<file path="src/rtl/wdog_pkg.sv">
package wdog_pkg;
  localparam int DATA_W = 8;
  localparam logic [DATA_W-1:0] SERVICE_KEY = 8'hFF;
  localparam logic ADDR_SERVICE = 1'b0;
  localparam logic ADDR_STATUS  = 1'b1;
  localparam int STAT_WARN_BIT = 0;
  localparam int STAT_OVF_BIT  = 1;

  typedef struct packed {
    logic restart;   // load count with zero
    logic advance;   // increment count by one
  } wdogStrobe_t;
endpackage

</file>
<file path="src/rtl/wdog_edge.sv">
module wdog_edge (
  input  logic clk,
  input  logic extRst,
  input  logic sigIn,
  output logic fallPulse
);
  logic sigPrev;

  always_ff @(posedge clk) begin
    if (extRst) sigPrev <= 1'b0;
    else        sigPrev <= sigIn;
  end

  assign fallPulse = sigPrev & ~sigIn;
endmodule

</file>
<file path="src/rtl/wdog_datapath.sv">
module wdog_datapath
  import wdog_pkg::*;
#(
  parameter int TIMEOUT_TICKS = 1500,
  parameter int WARN_LEAD     = 1,
  localparam int CNT_W = (TIMEOUT_TICKS > 1) ? $clog2(TIMEOUT_TICKS) : 1
) (
  input  logic             clk,
  input  logic             extRst,
  input  wdogStrobe_t      strobe,
  output logic [CNT_W-1:0] count,
  output logic             atTerminal,
  output logic             atWarnPoint
);
  localparam logic [CNT_W-1:0] TERMINAL  = CNT_W'(TIMEOUT_TICKS - 1);
  localparam logic [CNT_W-1:0] WARNPOINT = CNT_W'(TIMEOUT_TICKS - WARN_LEAD - 1);

  always_ff @(posedge clk) begin
    if (extRst)              count <= '0;
    else if (strobe.restart) count <= '0;
    else if (strobe.advance) count <= count + 1'b1;
  end

  assign atTerminal  = (count == TERMINAL);
  assign atWarnPoint = (count == WARNPOINT);
endmodule

</file>
<file path="src/rtl/wdog_ctrl.sv">
module wdog_ctrl
  import wdog_pkg::*;
#(
  parameter int RST_PULSE_CLKS = 4,
  localparam int PULSE_W = $clog2(RST_PULSE_CLKS + 1)
) (
  input  logic              clk,
  input  logic              extRst,
  input  logic              tickEn,
  input  logic              wrEn,
  input  logic              wrAddr,
  input  logic [DATA_W-1:0] wrData,
  input  logic              wakeFall,
  input  logic              atTerminal,
  input  logic              atWarnPoint,
  output wdogStrobe_t       strobe,
  output logic              warnFlag,
  output logic              ovfStatus,
  output logic              rstReq
);
  logic [PULSE_W-1:0] pulseLeft;
  logic busy, serviceHit, statusWr, ovfEvent, warnEvent;
  logic warnClear, ovfClear;

  assign busy       = (pulseLeft != '0);
  assign serviceHit = wrEn && (wrAddr == ADDR_SERVICE) && (wrData == SERVICE_KEY) && !busy;
  assign statusWr   = wrEn && (wrAddr == ADDR_STATUS);
  assign warnClear  = (statusWr && !wrData[STAT_WARN_BIT]) || wakeFall;
  assign ovfClear   = statusWr && !wrData[STAT_OVF_BIT];

  always_comb begin
    strobe.advance = tickEn && !busy && !serviceHit;
    ovfEvent       = strobe.advance && atTerminal;
    warnEvent      = strobe.advance && atWarnPoint;
    strobe.restart = serviceHit || ovfEvent;
  end

  always_ff @(posedge clk) begin
    if (extRst)         pulseLeft <= '0;
    else if (ovfEvent)  pulseLeft <= PULSE_W'(RST_PULSE_CLKS);
    else if (busy)      pulseLeft <= pulseLeft - 1'b1;
  end

  // set wins over clear
  always_ff @(posedge clk) begin
    if (extRst)         warnFlag <= 1'b0;
    else if (warnEvent) warnFlag <= 1'b1;
    else if (warnClear) warnFlag <= 1'b0;
  end

  always_ff @(posedge clk) begin
    if (extRst)        ovfStatus <= 1'b0;
    else if (ovfEvent) ovfStatus <= 1'b1;
    else if (ovfClear) ovfStatus <= 1'b0;
  end

  assign rstReq = busy;
endmodule

</file>
<file path="src/rtl/wdog_top.sv">
module wdog_top
  import wdog_pkg::*;
#(
  parameter int TIMEOUT_TICKS  = 1500,
  parameter int WARN_LEAD      = 1,
  parameter int RST_PULSE_CLKS = 4
) (
  input  logic       clk,
  input  logic       extRst,
  input  logic       tickEn,
  input  logic       wrEn,
  input  logic       wrAddr,
  input  logic [7:0] wrData,
  input  logic       wake,
  output logic       warnFlag,
  output logic       ovfStatus,
  output logic       rstReq
);
  localparam int CNT_W = (TIMEOUT_TICKS > 1) ? $clog2(TIMEOUT_TICKS) : 1;

  wdogStrobe_t      strobe;
  logic [CNT_W-1:0] count;
  logic             atTerminal, atWarnPoint, wakeFall;

  wdog_edge u_wakeEdge (
    .clk(clk), .extRst(extRst), .sigIn(wake), .fallPulse(wakeFall)
  );

  wdog_datapath #(.TIMEOUT_TICKS(TIMEOUT_TICKS), .WARN_LEAD(WARN_LEAD)) u_dp (
    .clk(clk), .extRst(extRst), .strobe(strobe), .count(count),
    .atTerminal(atTerminal), .atWarnPoint(atWarnPoint)
  );

  wdog_ctrl #(.RST_PULSE_CLKS(RST_PULSE_CLKS)) u_ctrl (
    .clk(clk), .extRst(extRst), .tickEn(tickEn), .wrEn(wrEn),
    .wrAddr(wrAddr), .wrData(wrData), .wakeFall(wakeFall),
    .atTerminal(atTerminal), .atWarnPoint(atWarnPoint), .strobe(strobe),
    .warnFlag(warnFlag), .ovfStatus(ovfStatus), .rstReq(rstReq)
  );
endmodule

</file>
<file path="config.mk">
export PLATFORM = sky130hd
export DESIGN_NAME = wdog_top
export DESIGN_NICKNAME = d
export VERILOG_FILES = /design/src/rtl/wdog_pkg.sv /design/src/rtl/wdog_edge.sv /design/src/rtl/wdog_datapath.sv /design/src/rtl/wdog_ctrl.sv /design/src/rtl/wdog_top.sv
export SDC_FILE = /design/constraint.sdc
export NUM_CORES = 1
export LEC_CHECK = 0
export BUFFER_PORTS_ARGS = -buffer_cell sky130_fd_sc_hd__buf_4
export CORE_UTILIZATION = 42
export CTS_CLUSTER_DIAMETER = 200
export DETAILED_ROUTE_END_ITERATION = 16
export GPL_TIMING_DRIVEN = 0
export HOLD_SLACK_MARGIN = 0.02
export MAX_ROUTING_LAYER = met4
export PLACE_DENSITY = 0.64
export SYNTH_ARGS = -nofsm -noshare
export SYNTH_HDL_FRONTEND = slang
export SYNTH_SLANG_ARGS = --single-unit
</file>
<file path="constraint.sdc">
create_clock -name clk -period 2.4 [get_ports clk]
set_input_delay 0.12 -clock clk [delete_from_list [all_inputs] [get_ports clk]]
set_output_delay 0.12 -clock clk [all_outputs]
set_load 0.02 [all_outputs]
</file>
==> results <==
- The flow ran to the end, and the final reports show no timing, DRC or antenna violations.
- The CTS tree is built.
- The count of non-filler cells in the finished layout is 164.
- The net count after synthesis is 136.
- The placed cell area is 0.00112 sq mm.
- Synthesis produced a netlist whose cell count is 117.
- Clock tree synthesis inserted a total of 3 buffers.
- The portion of the clock cycle consumed by the worst path in the final layout is 91.2%.
- For this run, the slowest stage of the critical path takes 0.47 ns.
- CTS built an H-tree with a depth of 1.
- The timing-limited maximum frequency is 457 MHz.
- The tool flagged a number of max-cap violations equal to 0.
- The number of gates resized after CTS is 0.
- The mean post-synth cell area is 8.23 sq um.
- The clock transition time at the flip-flop clock pins of the worst setup and hold paths is 0.10 ns.
- At the later pin of the worst-skew pair, clock insertion delay measures 0.29 ns.
- The total count of max-transition violations in the final report is 0.
- For this design, the slowest cell found on the critical path is sky130_fd_sc_hd__a31oi_1.
- Summing the areas of all compound-gate instances in the mapped netlist gives 19.7% of the synthesized area.
- The routed design has 2200 microns of wire.
- The average via count per standard cell is 5.81.
- The worst register-to-register path begins at u_ctrl.pulseLeft[0].
- The number of warnings issued by yosys is 0.
- Power spread over the standard cell area amounts to 649 mW/mm^2.
- The number of placed instances, taps included, is 160.
- The multiplexer share of the synthesized area is 1.04%.
- The final cell area excluding filler cells is 0.00114 sq mm.
- After synthesis the netlist holds a flip-flop and latch count of 17.
- For the pin with the worst max-slew slack, the measured transition is 0.709 ns.
- The final critical-path required period is 2.19 ns.
- The vertical die dimension is 49.9 microns.
- In the final layout, the share of cells above drive strength 1 is 17.5%.
- The floorplan step set the die width to 49.9 microns.
- The number of design rule violations left after detail routing is 0.
- For this configuration, the core starts out at a cell density of 46.7%.
- The region available for standard cell placement spans 0.00206 sq mm.
- The number of cells traversed by the worst hold path is 2.
- The half-perimeter wire length after placement is 1650 microns.
- The final sum of negative setup slack is 0 ns.
- The fraction of the mapped netlist area in adder cells is 6.49%.
- The weighted congestion reported at the end of routability-driven placement is 0.871.
- Counting the fill cells in the layout gives 201.
- The multi-input combinational cells in the finished layout cover a total of 564 sq um.
- Summed over all cells, the static leakage comes to 0.433 nW.
- The root cell of the clock tree is sky130_fd_sc_hd__clkbuf_4.
- For flop-to-flop paths, the worst setup slack is 0.21 ns.
- Compared with the post-synthesis result, the final layout area differs by 18.7%.
- In the global route stage, overall resource usage came out at 20.2%.
- The total overflow left after global routing is 0.
- Across the whole layout, storage elements account for 340 sq um.
- The tightest min-delay check is of the input pin to flip-flop type.
- In this run the worst setup path begins at u_ctrl.pulseLeft[0].
- In this run the core area contains 16 standard-cell rows.
- The worst-case IR drop observed on VDD is 0.000427 V.
- After detailed routing, the average wire length per cell comes to 13.4 microns.
- Entering global routing, the biggest net connects 11 pins.
- Input and output buffers added on the ports amount to 16.
- For the final database, setup skew stands at 0.00587 ns.
- The startpoint of the most critical hold path is extRst.
- Traced cell by cell, the critical path runs through inv_1 > ha_1 > ha_1 > buf_6 > and4b_4 > a31oi_1 > o211ai_1 > a32o_1.
- The largest fanout of any net on the critical path is 7.
- The top-level I/O count is 17.
- Setup repair after global routing left no endpoint under its margin.
- The die covers 0.00249 sq mm.
- The first global-routing pass estimated 3780 microns of wire.
- The sequential cell area fraction in the yosys report is 35.3%.
- In this run the critical register-to-register path is captured at u_dp.count[6].
- The number of detailed-route iterations in the first pass is 4.
- The final number of hold-violating endpoints is 0.
- The dominant cell type by count on the critical path is sky130_fd_sc_hd__ha_1.
- The number of buffers on the longest clock path is 2.
- The post-synthesis simple-gate area fraction is 30.4%.
- The final number of setup-violating endpoints is 0.
- The CTS sink count is 17.
- Of the total synthesized cell area, the portion taken by XOR and XNOR cells is 0.909%.
- The worst hold path terminates at u_ctrl.pulseLeft[2].
- By area, the combinational part of the netlist is dominated by simple AND/OR/NAND/NOR gates.
- The number of nets at the end of the flow is 157.
- The number of global-route vias before repair came to 865.
- The number of antenna violations at the first check in global routing came to 0.
- The count of nets left with antenna violations once routing finished came out at 0.
- The capturing element type of the critical path is a flip-flop.
- The required time at the worst-slack endpoint is 2.58 ns.
- Measured in cells, the most critical reg-to-reg path has a length of 8.
- Headroom to the max-slew limit came out at 52.3%.
- The number of antenna diodes in the final layout is 0.
- The start-to-end type of the worst setup path is flip-flop to flip-flop.
- The number of distinct library cell variants in the gate-level netlist after synthesis is 37.
- In this run, post-CTS hold repair placed 0 buffers.
- The iteration-0 DRC count of the detailed router is 21.
- The sort of element at the start of the critical path is a flip-flop.
- For this block, the via count after detailed routing is 953.
- After synthesis the cells add up to 963 sq um.
- The data arrival time of the critical path is 2.37 ns.
- The number of setup buffers added after CTS is 0.
[registers in the layout, indices dropped and copies added (netlist names)]
register and count:
u_dp.count 11, u_ctrl.ovfStatus 1, u_ctrl.warnFlag 1, u_wakeEdge.sigPrev 1, u_ctrl.pulseLeft 3
[stage by stage]
stage          hold slack, ns  worst slack [ns]  power, mW  util (%)
6_report               0.0452             0.211      0.742      55.5
5_1_grt                0.0440            0.0953      0.798      55.5
4_1_cts                0.0427             0.248      0.754      55.5
3_5_place_dp            0.359             0.245      0.600      54.2
3_3_place_gp            0.349             0.263      0.593      54.2
2_1_floorplan           0.189             0.425      0.519         -
[area by class of cell]
type                    count  area share (%)
repair buffers             16            10.5
flip-flops and latches     17            29.8
plain buffers               4            2.19
well taps                  27            2.95
inverters                   9            2.95
clock buffers               4            2.30
multi-input cells          87            49.3
[placed cells by master, fill, tap and decap left out, drive strengths merged, types with 3 or more instances in the layout]
cell type / synthesis / layout
buf: 4 / 20
dfxtp: 17 / 17
a21oi: 12 / 12
nand2: 10 / 10
inv: 9 / 9
nand3: 6 / 6
nand4: 5 / 5
ha: 5 / 5
or4: 4 / 4
o21ai: 4 / 4
clkbuf: 0 / 4
and3: 3 / 3
nor4: 3 / 3
nor2: 3 / 3
[cell families after synthesis]
logic type                 after synthesis
muxes                                    1
AOI/OAI and AO/OA                       30
adders and majority gates                5
xor gates and xnor gates                 1
and+or+nand+nor                         50
buffers and inverters                   13
DFF                                     17
[routing by layer]
layer,up-vias,share of wire (%),routed length [microns],global-route usage (%)
li1,485,-,-,-
met1,445,47,1030,26.2
met2,19,48,1050,30.6
met3,4,4.5,100,6.17
met4,0,1.0,22,4.76
met5,-,0,0,-
[worst max-delay path by stage]
stage	endpoint	slack, ns	cells after the start
2_1_floorplan	u_dp.count[9]	0.42	8
3_5_place_dp	u_dp.count[4]	0.24	8
5_1_grt	u_dp.count[4]	0.1	8
4_1_cts	u_dp.count[4]	0.25	8
6_report	u_dp.count[6]	0.21	8
3_3_place_gp	u_dp.count[4]	0.26	8
[power breakdown]
| part | switching, mW | internal (mW) | total (mW) | leakage, nW |
|---|---|---|---|---|
| Sequential | 0.0207 | 0.305 | 0.326 | 0.138 |
| Clock | 0.0849 | 0.0646 | 0.149 | 0.0150 |
| Combinational | 0.152 | 0.115 | 0.267 | 0.280 |
[synthesized netlist by cell type]
library cell                count  area [sq um]
sky130_fd_sc_hd__nand4b_1       1          8.76
sky130_fd_sc_hd__buf_6          1          11.3
sky130_fd_sc_hd__nand3_1        6          30.0
sky130_fd_sc_hd__mux2i_1        1          10.0
sky130_fd_sc_hd__nand2b_1       2          12.5
sky130_fd_sc_hd__or3_1          2          12.5
sky130_fd_sc_hd__ha_1           5          62.6
sky130_fd_sc_hd__a31oi_1        2          12.5
sky130_fd_sc_hd__o31ai_1        1          7.51
sky130_fd_sc_hd__nor4_1         3          18.8
sky130_fd_sc_hd__nor2_1         3          11.3
sky130_fd_sc_hd__nor2b_1        2          12.5
sky130_fd_sc_hd__o221ai_1       1          8.76
sky130_fd_sc_hd__or4_1          4          30.0
sky130_fd_sc_hd__xor2_1         1          8.76
sky130_fd_sc_hd__nor3_1         2          10.0
sky130_fd_sc_hd__a2bb2oi_1      1          8.76
sky130_fd_sc_hd__o211ai_1       2          15.0
sky130_fd_sc_hd__and2_1         1          6.26
sky130_fd_sc_hd__inv_1          9          33.8
sky130_fd_sc_hd__nand2_1       10          37.5
sky130_fd_sc_hd__o22ai_1        2          12.5
sky130_fd_sc_hd__a32o_1         2          20.0
sky130_fd_sc_hd__and4b_4        1          13.8
sky130_fd_sc_hd__o21ai_0        4          20.0
sky130_fd_sc_hd__a211oi_1       1          7.51
sky130_fd_sc_hd__and4_1         2          17.5
sky130_fd_sc_hd__dfxtp_1       17           340
sky130_fd_sc_hd__o32ai_1        1          8.76
sky130_fd_sc_hd__nand4_1        5          31.3
sky130_fd_sc_hd__a31o_1         1          8.76
sky130_fd_sc_hd__and3_1         3          18.8
sky130_fd_sc_hd__buf_2          2          10.0
sky130_fd_sc_hd__a21oi_1       12          60.1
sky130_fd_sc_hd__nor3b_1        2          15.0
sky130_fd_sc_hd__buf_1          1          3.75
sky130_fd_sc_hd__or2_2          1          6.26
[worst max-delay path: cells and delay by family (launching register included)]
kind,cells,cell delay [ns]
compound gates,3,0.93
fa+ha+maj,2,0.39
flops,1,0.35
simple gates,1,0.21
buf+inv,2,0.18
(Power assumes the default switching activity.)
